`src/rtl/rtc_irq_pkg.sv`:
```
package rtc_irq_pkg;
  localparam int ADDR_W = 2;
  localparam int NSRC   = 3;

  localparam logic [ADDR_W-1:0] ADDR_CTRL = 2'd0;
  localparam logic [ADDR_W-1:0] ADDR_RATE = 2'd1;
  localparam logic [ADDR_W-1:0] ADDR_FLAG = 2'd2;

  // control register bit positions
  localparam int CB_HOLD = 0;
  localparam int CB_EN0  = 1;
  localparam int CB_SQW  = 4;

  // source indices (also flag bit positions)
  localparam int SRC_PER = 0;
  localparam int SRC_ALM = 1;
  localparam int SRC_UPD = 2;

  localparam int FB_IRQ = 7;
endpackage

```
`src/rtl/rtc_irq_regs.sv`:
```
module rtc_irq_regs
  import rtc_irq_pkg::*;
#(
  parameter int DATA_W = 8,
  parameter int RSEL_W = 4
) (
  input  logic              clk,
  input  logic              rst,
  input  logic              we,
  input  logic [ADDR_W-1:0] addr,
  input  logic [DATA_W-1:0] wdata,
  output logic              hold,
  output logic [NSRC-1:0]   src_en,
  output logic              sqw_en,
  output logic [RSEL_W-1:0] rsel
);
  logic hold_rise;
  assign hold_rise = !hold && wdata[CB_HOLD];

  always_ff @(posedge clk) begin
    if (rst) begin
      hold   <= 1'b0;
      src_en <= '0;
      sqw_en <= 1'b0;
      rsel   <= '0;
    end else if (we) begin
      if (addr == ADDR_CTRL) begin
        hold   <= wdata[CB_HOLD];
        sqw_en <= wdata[CB_SQW];
        src_en <= wdata[CB_EN0 +: NSRC];
        if (hold_rise) src_en[SRC_UPD] <= 1'b0;
      end
      if (addr == ADDR_RATE) rsel <= wdata[RSEL_W-1:0];
    end
  end
endmodule

```
`src/rtl/rtc_irq_flags.sv`:
```
module rtc_irq_flags
  import rtc_irq_pkg::*;
(
  input  logic            clk,
  input  logic            rst,
  input  logic [NSRC-1:0] evt,
  input  logic            clr,
  input  logic [NSRC-1:0] src_en,
  output logic [NSRC-1:0] flag_q,
  output logic            irq_n
);
  for (genvar i = 0; i < NSRC; i++) begin : g_flag
    always_ff @(posedge clk) begin
      if (rst)         flag_q[i] <= 1'b0;
      else if (evt[i]) flag_q[i] <= 1'b1;
      else if (clr)    flag_q[i] <= 1'b0;
    end
  end

  always_ff @(posedge clk) begin
    if (rst) irq_n <= 1'b1;
    else     irq_n <= ~|(flag_q & src_en);
  end
endmodule

```
`src/rtl/rtc_irq_sqw.sv`:
```
module rtc_irq_sqw #(
  parameter int RSEL_W = 4,
  localparam int TAP_N = 1 << RSEL_W
) (
  input  logic              clk,
  input  logic              rst,
  input  logic              sqw_en,
  input  logic [RSEL_W-1:0] rsel,
  input  logic [TAP_N-1:0]  taps,
  input  logic              ovr_en,
  input  logic              ovr_clk,
  output logic              sqw
);
  logic nxt;
  always_comb begin
    if (ovr_en)                           nxt = ovr_clk;
    else if (sqw_en && (rsel != '0))      nxt = taps[rsel];
    else                                  nxt = 1'b0;
  end

  always_ff @(posedge clk) begin
    if (rst) sqw <= 1'b0;
    else     sqw <= nxt;
  end
endmodule

```
`src/rtl/rtc_irq_ctrl.sv`:
```
module rtc_irq_ctrl
  import rtc_irq_pkg::*;
#(
  parameter int DATA_W = 8,
  parameter int RSEL_W = 4,
  localparam int TAP_N = 1 << RSEL_W
) (
  input  logic              clk,
  input  logic              rst,
  input  logic              evt_periodic,
  input  logic              evt_alarm,
  input  logic              evt_update,
  input  logic              reg_we,
  input  logic              reg_re,
  input  logic [ADDR_W-1:0] reg_addr,
  input  logic [DATA_W-1:0] reg_wdata,
  output logic [DATA_W-1:0] reg_rdata,
  input  logic [TAP_N-1:0]  rate_taps,
  input  logic              ovr_en,
  input  logic              ovr_clk,
  output logic              irq_n,
  output logic              sqw
);
  logic              hold;
  logic              sqw_en;
  logic [NSRC-1:0]   src_en;
  logic [RSEL_W-1:0] rsel;
  logic [NSRC-1:0]   flag_q;
  logic [NSRC-1:0]   evt_vec;
  logic              flag_rd;

  assign evt_vec = {evt_update, evt_alarm, evt_periodic};
  assign flag_rd = reg_re && (reg_addr == ADDR_FLAG);

  rtc_irq_regs #(.DATA_W(DATA_W), .RSEL_W(RSEL_W)) u_regs (
    .clk(clk), .rst(rst), .we(reg_we), .addr(reg_addr), .wdata(reg_wdata),
    .hold(hold), .src_en(src_en), .sqw_en(sqw_en), .rsel(rsel)
  );

  rtc_irq_flags u_flags (
    .clk(clk), .rst(rst), .evt(evt_vec), .clr(flag_rd), .src_en(src_en),
    .flag_q(flag_q), .irq_n(irq_n)
  );

  rtc_irq_sqw #(.RSEL_W(RSEL_W)) u_sqw (
    .clk(clk), .rst(rst), .sqw_en(sqw_en), .rsel(rsel), .taps(rate_taps),
    .ovr_en(ovr_en), .ovr_clk(ovr_clk), .sqw(sqw)
  );

  logic [DATA_W-1:0] ctrl_view, rate_view, flag_view, rd_nxt;
  always_comb begin
    ctrl_view = '0;
    ctrl_view[CB_HOLD] = hold;
    ctrl_view[CB_EN0 +: NSRC] = src_en;
    ctrl_view[CB_SQW] = sqw_en;
    rate_view = '0;
    rate_view[RSEL_W-1:0] = rsel;
    flag_view = '0;
    flag_view[NSRC-1:0] = flag_q;
    flag_view[FB_IRQ] = |(flag_q & src_en);
    case (reg_addr)
      ADDR_CTRL: rd_nxt = ctrl_view;
      ADDR_RATE: rd_nxt = rate_view;
      ADDR_FLAG: rd_nxt = flag_view;
      default:   rd_nxt = '0;
    endcase
  end

  always_ff @(posedge clk) begin
    if (rst)         reg_rdata <= '0;
    else if (reg_re) reg_rdata <= rd_nxt;
  end
endmodule

```
`config.mk`:
```
export PLATFORM = sky130hd
export DESIGN_NAME = rtc_irq_ctrl
export DESIGN_NICKNAME = d
export VERILOG_FILES = /design/src/rtl/rtc_irq_pkg.sv /design/src/rtl/rtc_irq_regs.sv /design/src/rtl/rtc_irq_flags.sv /design/src/rtl/rtc_irq_sqw.sv /design/src/rtl/rtc_irq_ctrl.sv
export SDC_FILE = /design/constraint.sdc
export NUM_CORES = 1
export LEC_CHECK = 0
export BUFFER_PORTS_ARGS = -buffer_cell sky130_fd_sc_hd__buf_2
export CAP_MARGIN = 15
export CORE_MARGIN = 2
export CORE_UTILIZATION = 30
export DETAILED_ROUTE_END_ITERATION = 16
export PLACE_DENSITY = 0.56
export SLEW_MARGIN = 20
export SYNTH_ARGS = -nofsm -noshare
export SYNTH_HDL_FRONTEND = slang
export SYNTH_SLANG_ARGS = --single-unit
```
`constraint.sdc`:
```
create_clock -name clk -period 4.43 [get_ports clk]
set_clock_uncertainty 0.05 [all_clocks]
set_input_delay 0.2215 -clock clk [delete_from_list [all_inputs] [get_ports clk]]
set_output_delay 0.2215 -clock clk [all_outputs]
set_load 0.02 [all_outputs]
```
# Word-level counts from Yosys, hierarchy flattened
# Index checks and enable logic that the tools add are counted.
dict set report word_totals {
  output_inout_bits 10
  input_bits 35
  ff_bits 22
}
dict set report op_classes {
  n_lt_le_gt_ge 1
  n_eq_ne 2
  muxes 10
  n_reduce_logical 13
  n_bitwise 1
}
# op n
set op_table {}
lappend op_table {{$pmux W8 S3} 1}
lappend op_table {{$mux W1} 8}
lappend op_table {{$reduce_bool A2 Y1} 3}
lappend op_table {{$lt A4 B5 Y1 const B} 1}
lappend op_table {{$bmux W1 S4} 1}
lappend op_table {{$reduce_and A2 Y1} 2}
lappend op_table {{$reduce_bool A4 Y1} 1}
lappend op_table {{$and A3 B3 Y3} 1}
lappend op_table {{$logic_and A1 B1 Y1} 3}
lappend op_table {{$reduce_or A3 Y1} 1}
lappend op_table {{$eq A2 B1 Y1 const B} 1}
lappend op_table {{$eq A2 B2 Y1 const B} 1}
lappend op_table {{$logic_not A1 Y1} 2}
lappend op_table {{$logic_not A2 Y1} 1}

# Logic depth before layout (Yosys ltp)
dict set report depth {
  word_depth 4
  depth_mapped 6
  ltp_nobuf 4
}

# Hierarchy
# From an unflattened synthesis, not the netlist that was laid out.
dict set report unflattened {
  cells_unflattened 114
  area_unflattened_um2 1044.8
}
# mod seq_area_each_um2 area_per_inst_um2 cells_each n_inst
set modules_own_cells {}
lappend modules_own_cells {rtc_irq_ctrl 120.1 350.3 40 1}
lappend modules_own_cells {rtc_irq_regs 180.2 342.8 32 1}
lappend modules_own_cells {rtc_irq_sqw 20.0 210.2 27 1}
lappend modules_own_cells {rtc_irq_flags 80.1 141.4 15 1}

# Worst setup path after synthesis
# Ideal clock, no wire load.
dict set report synth_timing {
  path_type {register -> register}
  from {reg u_regs.rsel[1]}
  to {reg u_sqw.sqw}
  path_slack_ns 2.981
  path_stages_with_launch 6
  required_ns 4.247
  arrival_time_ns 1.266
  setup_ns 0.133
  cell_sequence {dfxtp_1 -> buf_6 -> mux4_1 -> mux2i_1 -> mux2_2 -> o22ai_1}
}
dict set report synth_via {
  elab_chain_len 4
  word_cells_on_any_way 6
  classes_between {mux (4); reduce/logical (2)}
}
# item line_no
set synth_rtl {}
lappend synth_rtl {{from (decl)} rtc_irq_regs.sv:15} ;# output logic [RSEL_W-1:0] rsel
lappend synth_rtl {{from (signal assigned)} rtc_irq_regs.sv:33} ;# if (addr == ADDR_RATE) rsel <= wdata[RSEL_W-1:0];
lappend synth_rtl {{$bmux W1 S4 / $reduce_bool A4 Y1 (equally long branches)} rtc_irq_sqw.sv:17} ;# else if (sqw_en && (rsel != '0)) nxt = taps[rsel];
lappend synth_rtl {{$mux W1 (implied by the code) / $logic_and A1 B1 Y1 (equally long branches)} rtc_irq_sqw.sv:17}
lappend synth_rtl {{$mux W1 *} rtc_irq_sqw.sv:17}
lappend synth_rtl {{$mux W1 *} rtc_irq_sqw.sv:16} ;# if (ovr_en) nxt = ovr_clk;
lappend synth_rtl {{to (signal assigned)} rtc_irq_sqw.sv:23} ;# else sqw <= nxt;
lappend synth_rtl {{to (decl)} rtc_irq_sqw.sv:12} ;# output logic sqw
# Every way passes the cells marked *; elsewhere a longest branch is shown, timed or not. The select of a mux whose other input is x is not followed.
# A chain may end at the register's enable or synchronous reset.

# Worst setup path in the final report
# Same ends and word-level chain as after synthesis.

==> impl_metrics.py <==
metrics = {
    "routing": {
        "drtIter0Drc": 22,
        "viasPerCell": 4.64,
        "ant_nets": 0,
        "drtPass1Iterations": 4,
        "drt-total-wl_um": 2020,
        "drc_errors": 0,
        "wire_per_inst_um": 11.3,
        "vias": 830,
    },
    "place": {
        "placed_area_mm2": 0.00116,
        "place.gp.congestion": 0.731,
        "dp_cells": 175,
        "dpl.hpwl_um": 1630,
        "port_buffers": 39,
    },
    "finish": {
        "num_antenna_cells": 0,
        "nNetsFinal": 171,
        "final_cell_mix": "buf_2, nor2_1, dfxtp_1, mux2i_1, a21oi_1",
        "area_delta_synth_final_pct": 23.9,
        "stdcell_area_mm2": 0.00120,
        "finalNonFillerCells": 179,
        "n_fill_cell": 326,
        "multi_input_area_um2": 510,
        "drive_gt1_frac": 0.348,
        "register_area_um2": 400,
        "final_common_cell": "buf_2",
    },
    "sta": {
        "timing.fmax_mhz": 602,
        "rsz0062_at_grt": "false",
        "final.min_clock_period_ns": 1.66,
        "period_share": 0.375,
        "setup_viol": 0,
        "finalSetupTns_ns": 0,
        "drv_slew": 0,
        "report.final.hold_viol_count": 0,
    },
    "yosys": {
        "synth_top_area_share": 0.413,
        "syn_area_um2": 970,
        "synth.distinct_cells": 26,
        "synth_ff_type": "dfxtp_1",
        "synth_edf_count": 0,
        "synth_area_leaders": "dfxtp_1, mux2i_1, mux4_1, nor2_1, a21oi_1",
        "async_reset_ff_frac": 0,
        "ys_ff_latch": 20,
        "synthCells": 100,
        "synth-warning-count": 0,
        "seq_area_frac_synth": 0.413,
        "synth_area_leader_cell": "dfxtp_1",
        "syn_area_per_cell_um2": 9.70,
    },
    "clock_tree": {
        "cts_tree": "built",
        "cts_buffers": 3,
        "cts.clk_slew.worst_paths_ns": 0.11,
        "htree_levels": 1,
        "root_buffer": "clkbuf_4",
        "cts_hold_buf": 0,
        "clk-insertion-delay-late_ns": 0.30,
        "cts_buffer_depth": 2,
        "cts_num_sinks": 20,
        "postCtsSetupRepairBufs": 0,
        "cts-resized-gates": 0,
    },
    "global_routing": {
        "antenna_found_initial": 0,
        "grt_pass1_vias": 769,
        "grt_max_degree": 22,
        "grt_pass1_wl_um": 3340,
        "grt_overflow": 0,
        "track_usage": 0.122,
    },
    "setup_path": {
        "required_ns": 4.56,
        "critPathBufInv": 0,
        "cp_slowest_cell": "mux4_1",
        "startpoint_type": "flop",
        "crit_path_cell_trace": "mux4_1 > mux2i_1 > mux2_2 > o22ai_1",
        "cp_max_fo": 6,
        "critical-path-top-delay-family": "multiplexers",
        "cp_num_cells": 4,
        "crit_type": "reg -> reg",
        "critPathMaxStageDelay_ns": 0.58,
        "critical_path_arrival_ns": 1.79,
        "worstSetupEndpointType": "flop",
        "r2r_cells": 4,
    },
    "floorplanning": {
        "core_mm2": 0.00305,
        "io_pins": 45,
        "initial_core_util": 0.318,
        "die_w_um": 60.9,
        "placementRows": 20,
        "fp.dieArea_mm2": 0.00370,
        "die_h_um": 60.9,
    },
    "pwr": {
        "p_leak_nw": 0.542,
        "p_per_area_mw_per_mm2": 290,
        "ir_drop_mv": 0.0648,
    },
    "hold_path": {
        "worstHoldPathCells": 3,
        "hold_path.class": "in -> reg",
    },
    "flow_run": {
        "maxCapViolCount": 0,
    },
    "status": {
        "status": "completed",
    },
}
## worst min-delay path: stages
cell and delay [ns]:
buf_2 0.08, a21oi_1 0.03, nor2_1 0.07
## flip-flops by register name, summed over array words and instances (netlist names)
signal	count
reg_rdata	6
u_regs.rsel	4
u_flags.flag_q	3
u_regs.src_en	3
u_flags.irq_n	1
u_regs.hold	1
u_regs.sqw_en	1
u_sqw.sqw	1
## synthesized netlist by cell type, drive strengths merged (2+ instances only)
| master | n |
|---|---|
| a211oi | 3 |
| a21oi | 9 |
| buf | 6 |
| clkbuf | 3 |
| dfxtp | 20 |
| mux2i | 14 |
| mux4 | 4 |
| nand2 | 3 |
| nand2b | 2 |
| nand3 | 3 |
| nor2 | 21 |
## per-stage QoR
stage / setup WS [ns] / util / total power [W] / hold WS, ns
after CTS: 2.75 / 0.393 / 0.000353 / 0.0696
after global routing: 2.66 / 0.393 / 0.000365 / 0.0841
after floorplan: 2.98 / - / 0.000230 / 0.289
final: 2.77 / 0.393 / 0.000349 / 0.0788
after detailed placement: 2.78 / 0.382 / 0.000248 / 0.387
after global placement: 2.79 / 0.382 / 0.000247 / 0.379
## worst paths after layout
path / from / to / slack (ns)
worst max-delay path: u_regs.rsel[1] / u_sqw.sqw / 2.77
worst min-delay path: evt_alarm / u_flags.flag_q[1] / 0.08
worst max register to register: u_regs.rsel[1] / u_sqw.sqw / 2.77
worst min register to register: reg_rdata[4] / reg_rdata[4] / 0.43
## cells by family after synthesis
family	Yosys count	synth area share
buffers and inverters	10	0.0645
AND/OR/NAND/NOR	35	0.163
other	1	0.00387
flip-flops	20	0.413
AO/OA/AOI/OAI	15	0.0955
multiplexers	19	0.261
## power breakdown
group / switching (W) / internal, W / leakage [nW]
registers: 0.00000580 / 0.000187 / 0.164
clock network: 0.0000551 / 0.0000501 / 0.0210
logic: 0.0000245 / 0.0000266 / 0.358
total: 0.0000854 / 0.000263 / 0.542
## routing by layer
metal	vias to the layer above	global-route usage	share of wire
li1	422	-	-
met1	386	0.145	0.43
met2	20	0.206	0.50
met3	2	0.0235	0.055
met4	0	0.0652	0.013
met5	-	0	0
## layout make-up
type                       instances  share of cell area
sequential                        20               0.333
inverter                           1             0.00313
clock buffer                       4              0.0302
tap                               44              0.0458
timing repair buffer              39               0.163
multi-input combinational         71               0.425
Note: power is estimated with default switching activity, not from simulation.
